<file path="config.mk">
export PLATFORM = sky130hd
export DESIGN_NAME = term_enable_ctrl
export DESIGN_NICKNAME = d
export VERILOG_FILES = /design/src/rtl/term_pkg.sv /design/src/rtl/term_mrs_capture.sv /design/src/rtl/term_state_gate.sv /design/src/rtl/term_out_reg.sv /design/src/rtl/term_enable_ctrl.sv
export SDC_FILE = /design/constraint.sdc
export NUM_CORES = 1
export LEC_CHECK = 0
export ABC_AREA = 1
export BUFFER_PORTS_ARGS = -buffer_cell sky130_fd_sc_hd__clkbuf_2
export CAP_MARGIN = 5
export CORE_AREA = 4 4 41 43
export CTS_CLUSTER_SIZE = 30
export DETAILED_ROUTE_END_ITERATION = 16
export DIE_AREA = 0 0 45 47
export GPL_TIMING_DRIVEN = 0
export MAX_ROUTING_LAYER = met4
export PLACE_DENSITY_LB_ADDON = 0.2
export REMOVE_ABC_BUFFERS = 1
export SLEW_MARGIN = 20
export SYNTH_ARGS = -nofsm -noshare
export SYNTH_HDL_FRONTEND = slang
export SYNTH_SLANG_ARGS = --single-unit
</file>
<file path="constraint.sdc">
create_clock -name clk -period 2 [get_ports clk]
set_clock_uncertainty 0.1 [all_clocks]
set_input_delay 0 -clock clk [delete_from_list [all_inputs] [get_ports clk]]
set_output_delay 0 -clock clk [all_outputs]
set_load 0.1 [all_outputs]
</file>
<file path="src/rtl/term_pkg.sv">
package term_pkg;
  typedef enum logic [2:0] {
    PS_ACTIVE   = 3'b000,
    PS_APD_FAST = 3'b001,
    PS_APD_SLOW = 3'b010,
    PS_PPD      = 3'b011,
    PS_SREF     = 3'b100
  } pwr_state_e;

  typedef enum logic [1:0] {
    RTT_OFF  = 2'b00,
    RTT_75   = 2'b01,
    RTT_150  = 2'b10,
    RTT_RSVD = 2'b11
  } rtt_code_e;
endpackage

</file>
<file path="src/rtl/term_mrs_capture.sv">
module term_mrs_capture #(
  parameter int ADDR_W     = 13,
  parameter int BA_W       = 2,
  parameter int EXT_BANK   = 1,
  parameter int SEL_HI_BIT = 6,
  parameter int SEL_LO_BIT = 2
) (
  input  logic              clk,
  input  logic              rst_n,
  input  logic              mrs_valid,
  input  logic [BA_W-1:0]   bank_addr,
  input  logic [ADDR_W-1:0] addr,
  output logic [1:0]        code_o,
  output logic              rsvd_o
);
  import term_pkg::*;

  localparam logic [BA_W-1:0] EXT_SEL = BA_W'(EXT_BANK);

  logic       hit;
  logic [1:0] field;
  logic       unused_addr_bits;

  assign unused_addr_bits = ^addr;
  assign hit   = mrs_valid && (bank_addr == EXT_SEL);
  assign field = {addr[SEL_HI_BIT], addr[SEL_LO_BIT]};

  always_ff @(posedge clk or negedge rst_n) begin
    if (!rst_n) begin
      code_o <= RTT_OFF;
      rsvd_o <= 1'b0;
    end else if (hit) begin
      if (field == RTT_RSVD) begin
        code_o <= RTT_OFF;
        rsvd_o <= 1'b1;
      end else begin
        code_o <= field;
      end
    end
  end
endmodule

</file>
<file path="src/rtl/term_state_gate.sv">
module term_state_gate #(
  parameter int              PS_W       = 3,
  parameter logic [7:0]      ALLOW_MASK = 8'b0000_1111
) (
  input  logic [PS_W-1:0] pwr_state,
  output logic            allowed_o
);
  localparam int N_STATES = 1 << PS_W;

  logic [N_STATES-1:0] permit;

  for (genvar s = 0; s < N_STATES; s++) begin : g_permit
    if (s < 8) begin : g_in
      assign permit[s] = ALLOW_MASK[s];
    end else begin : g_out
      assign permit[s] = 1'b0;
    end
  end

  assign allowed_o = permit[pwr_state];
endmodule

</file>
<file path="src/rtl/term_out_reg.sv">
module term_out_reg (
  input  logic       clk,
  input  logic       rst_n,
  input  logic       odt_pin,
  input  logic       allowed,
  input  logic [1:0] code,
  output logic       term_en,
  output logic [1:0] term_sel
);
  import term_pkg::*;

  logic on_next;

  assign on_next = odt_pin && allowed && (code != RTT_OFF);

  always_ff @(posedge clk or negedge rst_n) begin
    if (!rst_n) begin
      term_en  <= 1'b0;
      term_sel <= RTT_OFF;
    end else begin
      term_en  <= on_next;
      term_sel <= on_next ? code : RTT_OFF;
    end
  end
endmodule

</file>
<file path="src/rtl/term_enable_ctrl.sv">
module term_enable_ctrl #(
  parameter int ADDR_W     = 13,
  parameter int EXT_BANK   = 1,
  parameter int SEL_HI_BIT = 6,
  parameter int SEL_LO_BIT = 2
) (
  input  logic              clk,
  input  logic              rst_n,
  input  logic              mrs_valid,
  input  logic [1:0]        bank_addr,
  input  logic [ADDR_W-1:0] addr,
  input  logic [2:0]        pwr_state,
  input  logic              odt_pin,
  output logic              term_en,
  output logic [1:0]        term_sel,
  output logic              rsvd_flag
);
  logic [1:0] code_q;
  logic       allowed;

  term_mrs_capture #(
    .ADDR_W(ADDR_W), .BA_W(2), .EXT_BANK(EXT_BANK),
    .SEL_HI_BIT(SEL_HI_BIT), .SEL_LO_BIT(SEL_LO_BIT)
  ) u_cap (
    .clk(clk), .rst_n(rst_n), .mrs_valid(mrs_valid),
    .bank_addr(bank_addr), .addr(addr),
    .code_o(code_q), .rsvd_o(rsvd_flag)
  );

  term_state_gate #(.PS_W(3), .ALLOW_MASK(8'b0000_1111)) u_gate (
    .pwr_state(pwr_state), .allowed_o(allowed)
  );

  term_out_reg u_out (
    .clk(clk), .rst_n(rst_n), .odt_pin(odt_pin), .allowed(allowed),
    .code(code_q), .term_en(term_en), .term_sel(term_sel)
  );
endmodule

</file>
==> Implementation_results.wiki <==
{| class="wikitable"
! Metric !! Value
|-
| Result of the run || finished, violations left
|-
| Failing checks || negative hold slack
|-
| Sum of overflow across all layers after global routing || 0
|-
| Height of the die || 47 microns
|-
| GR met3 Demand/Resource || 0.0575
|-
| Routability congestion estimate || 0.648
|-
| Path class of the lowest-slack min-delay path || input pin to register
|-
| DRC violation total after the first TritonRoute iteration || 3
|-
| 1st-pass router iterations || 4
|-
| Main combinational cell family by area after synthesis || simple AND/OR/NAND/NOR gates
|-
| CTS H-Tree Depth || 1
|-
| Number of standard-cell rows in the floorplan || 13
|-
| Total of buffers placed on input and output ports || 12
|-
| Relative area change from synthesis to final layout || 83.7%
|-
| Commonest cells after routing, fill and taps aside || sky130_fd_sc_hd__clkbuf_2, sky130_fd_sc_hd__nand2_1, sky130_fd_sc_hd__dlygate4sd3_1
|-
| Category of the critical setup timing path || input pin to register
|-
| Power Dens Cells || 673 mW/mm^2
|-
| Number of distinct library cells after synthesis || 7
|-
| Antenna diodes || 0
|-
| Netlist area before placement || 253 sq um
|-
| Post-Route Hold Slack || -12.7 ps
|-
| CP max stage delay || between 500 and 600 ps
|-
| Post-detailed-route via-to-cell ratio || 3.70
|-
| Endpoint of the most critical register-to-register path || u_cap.code_o[0]$_DFFE_PN0P_
|-
| Worst IR Drop VDD || 0.208 mV
|-
| Post-DRT Antenna Nets || 0
|-
| Period utilization || 0.700
|-
| Post-synthesis sequential area ratio || 0.594
|-
| First-pass GRT wire length || 883 microns
|-
| Total negative slack || 0 ps
|-
| Setup violations, final || 0
|-
| Remaining routing DRC violations || 0
|-
| Via total after detailed routing || 270
|-
| Worst hold start || bank_addr[0]
|-
| CTS Root Cell || sky130_fd_sc_hd__clkbuf_4
|-
| Nets@finish || 82
|-
| Number of placed I/O pins || 26
|-
| Final setup margin || approximately 600 ps
|-
| Number of buffers and inverters on the critical path || 4
|-
| Cells along the critical path || dlygate4sd3_1, clkbuf_2, inv_1, nand3_1, nand2_1, nand2_1, dlygate4sd3_1
|-
| Initial antenna violation count || 0
|-
| Wire per inst || 7.10 microns
|-
| Min Clock Period, post-route || between 1000 and 1500 ps
|-
| Routed wire length || 518 microns
|-
| Fin. Hold Viols || 1
|-
| Min-Delay Endpoint || u_cap.rsvd_o$_DFFE_PN0P_
|-
| Clock input transition at the sequential cells of the worst setup and hold paths || 50 ps
|-
| Hold depth || 5
|-
| Post-synthesis share of cell area spent on full adders, half adders and majority gates || 0
|-
| Cell count after placement || 59
|-
| Most common cell after layout, fill and taps aside || sky130_fd_sc_hd__clkbuf_2
|-
| Syn_area_per_cell || 7.90 sq um
|-
| Crit path capture type || register
|-
| Busiest layer in global routing || met2
|-
| Pin slew with the least headroom to its limit || 541 ps
|-
| Clock latency of the later-clocked register in the worst-skew pair || 240 ps
|-
| Peak Freq || 714 MHz
|-
| Share of synthesized area spent on multiplexers || 0
|-
| Data required time at the worst endpoint || 2020 ps
|-
| Register-to-register setup slack || between 700 and 800 ps
|-
| Number of synthesized register bits || 6
|-
| Simple-gate share of the synthesized area || 0.267
|-
| Arrival time reported for the critical path endpoint || 1420 ps
|-
| Critical Path Fanout Max || 2
|-
| Static Leakage || about 0.26 nW
|-
| Post-synthesis share of cell area spent on xor and xnor gates || 0
|-
| Cell count after synthesis || 32
|-
| Number of buffers on the longest clock path || 2
|-
| Overall power after layout || 0.312 mW
|-
| Final Instance Count excl. Fillers || 73
|-
| Grt met1 use || 0.0605
|-
| Core Util, Final || 0.357
|-
| Layout filler cell count || around 140
|-
| Proportion of layout cells with a drive suffix above 1 || 0.276
|-
| MaxCap Viol Count || 0
|-
| Setup repair after global routing missed its margin || false
|-
| Cell family contributing the most delay on the critical path || buffers and inverters
|-
| Met2 Track Usage GR || 0.0989
|-
| Initial cell density of the core || 0.194
|-
| Depth of the most critical reg-to-reg path || 3
|-
| Half-perimeter wire length of the detailed placement result || 387 microns
|-
| Area of the die || about 0.0021 sq mm
|-
| Horiz. Die Dim || about 45 microns
|-
| Startpoint type of the worst setup path || input pin
|-
| Slew Limit Fails || 0
|-
| Core Area || 0.00130 sq mm
|-
| Total cell area at the placement stage || 332 sq um
|-
| Synth Area in Compound Gates || 0.0198
|-
| Final Cell Area || 464 sq um
|-
| Slowest-stage cell, CP || sky130_fd_sc_hd__dlygate4sd3_1
|-
| CTS buffer count || 3
|-
| Clock tree from TritonCTS || done
|-
| Number of synthesis warnings || 0
|-
| Total routing resource utilization after global routing || 0.0650
|-
| # Post-CTS Setup Buffers || 0
|-
| Minimum setup slack after placement || 1120 ps
|-
| Slew margin rel. || 0.641
|-
| Clock sink total || 6
|-
| Maximum number of pins on one net before global-route repair || 7
|-
| Number of global-route vias before repair || roughly 260
|-
| Startpoint of the worst register-to-register path || u_cap.code_o[0]$_DFFE_PN0P_
|}
worst max path at each step:
| stage | depth (start not counted) | endpoint | slack, ps | startpoint |
|---|---|---|---|---|
| after floorplan | 2 | u_cap.rsvd_o$_DFFE_PN0P_ | 770 | u_cap.rsvd_o$_DFFE_PN0P_ |
| after global routing | 7 | u_cap.code_o[1]$_DFFE_PN0P_ | 520 | bank_addr[1] |
| after global placement | 1 | rsvd_flag | 1130 | u_cap.rsvd_o$_DFFE_PN0P_ |
| after CTS | 8 | u_cap.code_o[0]$_DFFE_PN0P_ | 50 | mrs_valid |
| after detailed placement | 1 | rsvd_flag | 1120 | u_cap.rsvd_o$_DFFE_PN0P_ |
| final | 7 | u_cap.code_o[0]$_DFFE_PN0P_ | 600 | bank_addr[1] |
cell families after synthesis:
logic type,after synthesis
buffers and inverters,8
flip-flops,6
AND/OR/NAND/NOR,17
AO/OA/AOI/OAI,1
routing by layer:
metal / wire, microns / vias up
li1: - / 143
met1: 224 / 112
met2: 229 / 13
met3: 59 / 2
met4: 4 / 0
met5: 0 / -
final cells by class:
cell class / count / area (sq um) / area share
clock buffer: 3 / 22.5 / 0.0485
inverter: 8 / 30.0 / 0.0647
multi-input combinational: 18 / 72.6 / 0.156
sequential: 6 / 150 / 0.323
tap: 15 / 18.8 / 0.0404
timing repair buffer: 23 / 170 / 0.367
cell usage after synthesis, drive strengths merged:
library cell	instances	share of area
nand3	1	0.020
nor2	5	0.084
inv	8	0.12
dfrtp	6	0.59
nand2	11	0.16
a21oi	1	0.020
power breakdown:
group	internal [mW]	switching (mW)	total (mW)
registers	0.130	0.00360	0.134
logic	0.0284	0.0418	0.0702
clock network	0.0677	0.0407	0.108
total	0.226	0.0861	0.312
timing repair:
action	4_1_cts	5_1_grt
gates resized for setup	0	0
endpoints found under the setup margin	0	2
hold endpoints to repair	12	0
hold buffers	12	0
tightest hold or removal path, stage by stage:
cell and delay [ps]:
sky130_fd_sc_hd__clkbuf_2 90, sky130_fd_sc_hd__nand2_1 60, sky130_fd_sc_hd__nor2_2 40, sky130_fd_sc_hd__nand2_1 50, sky130_fd_sc_hd__nand2_1 40
flip-flops by register name, indices dropped and copies added, names as in the netlist:
signal / flops
u_cap.rsvd_o: 1
u_cap.code_o: 2
u_out.term_sel: 2
u_out.term_en: 1
Note: power is estimated with default switching activity, not from simulation.
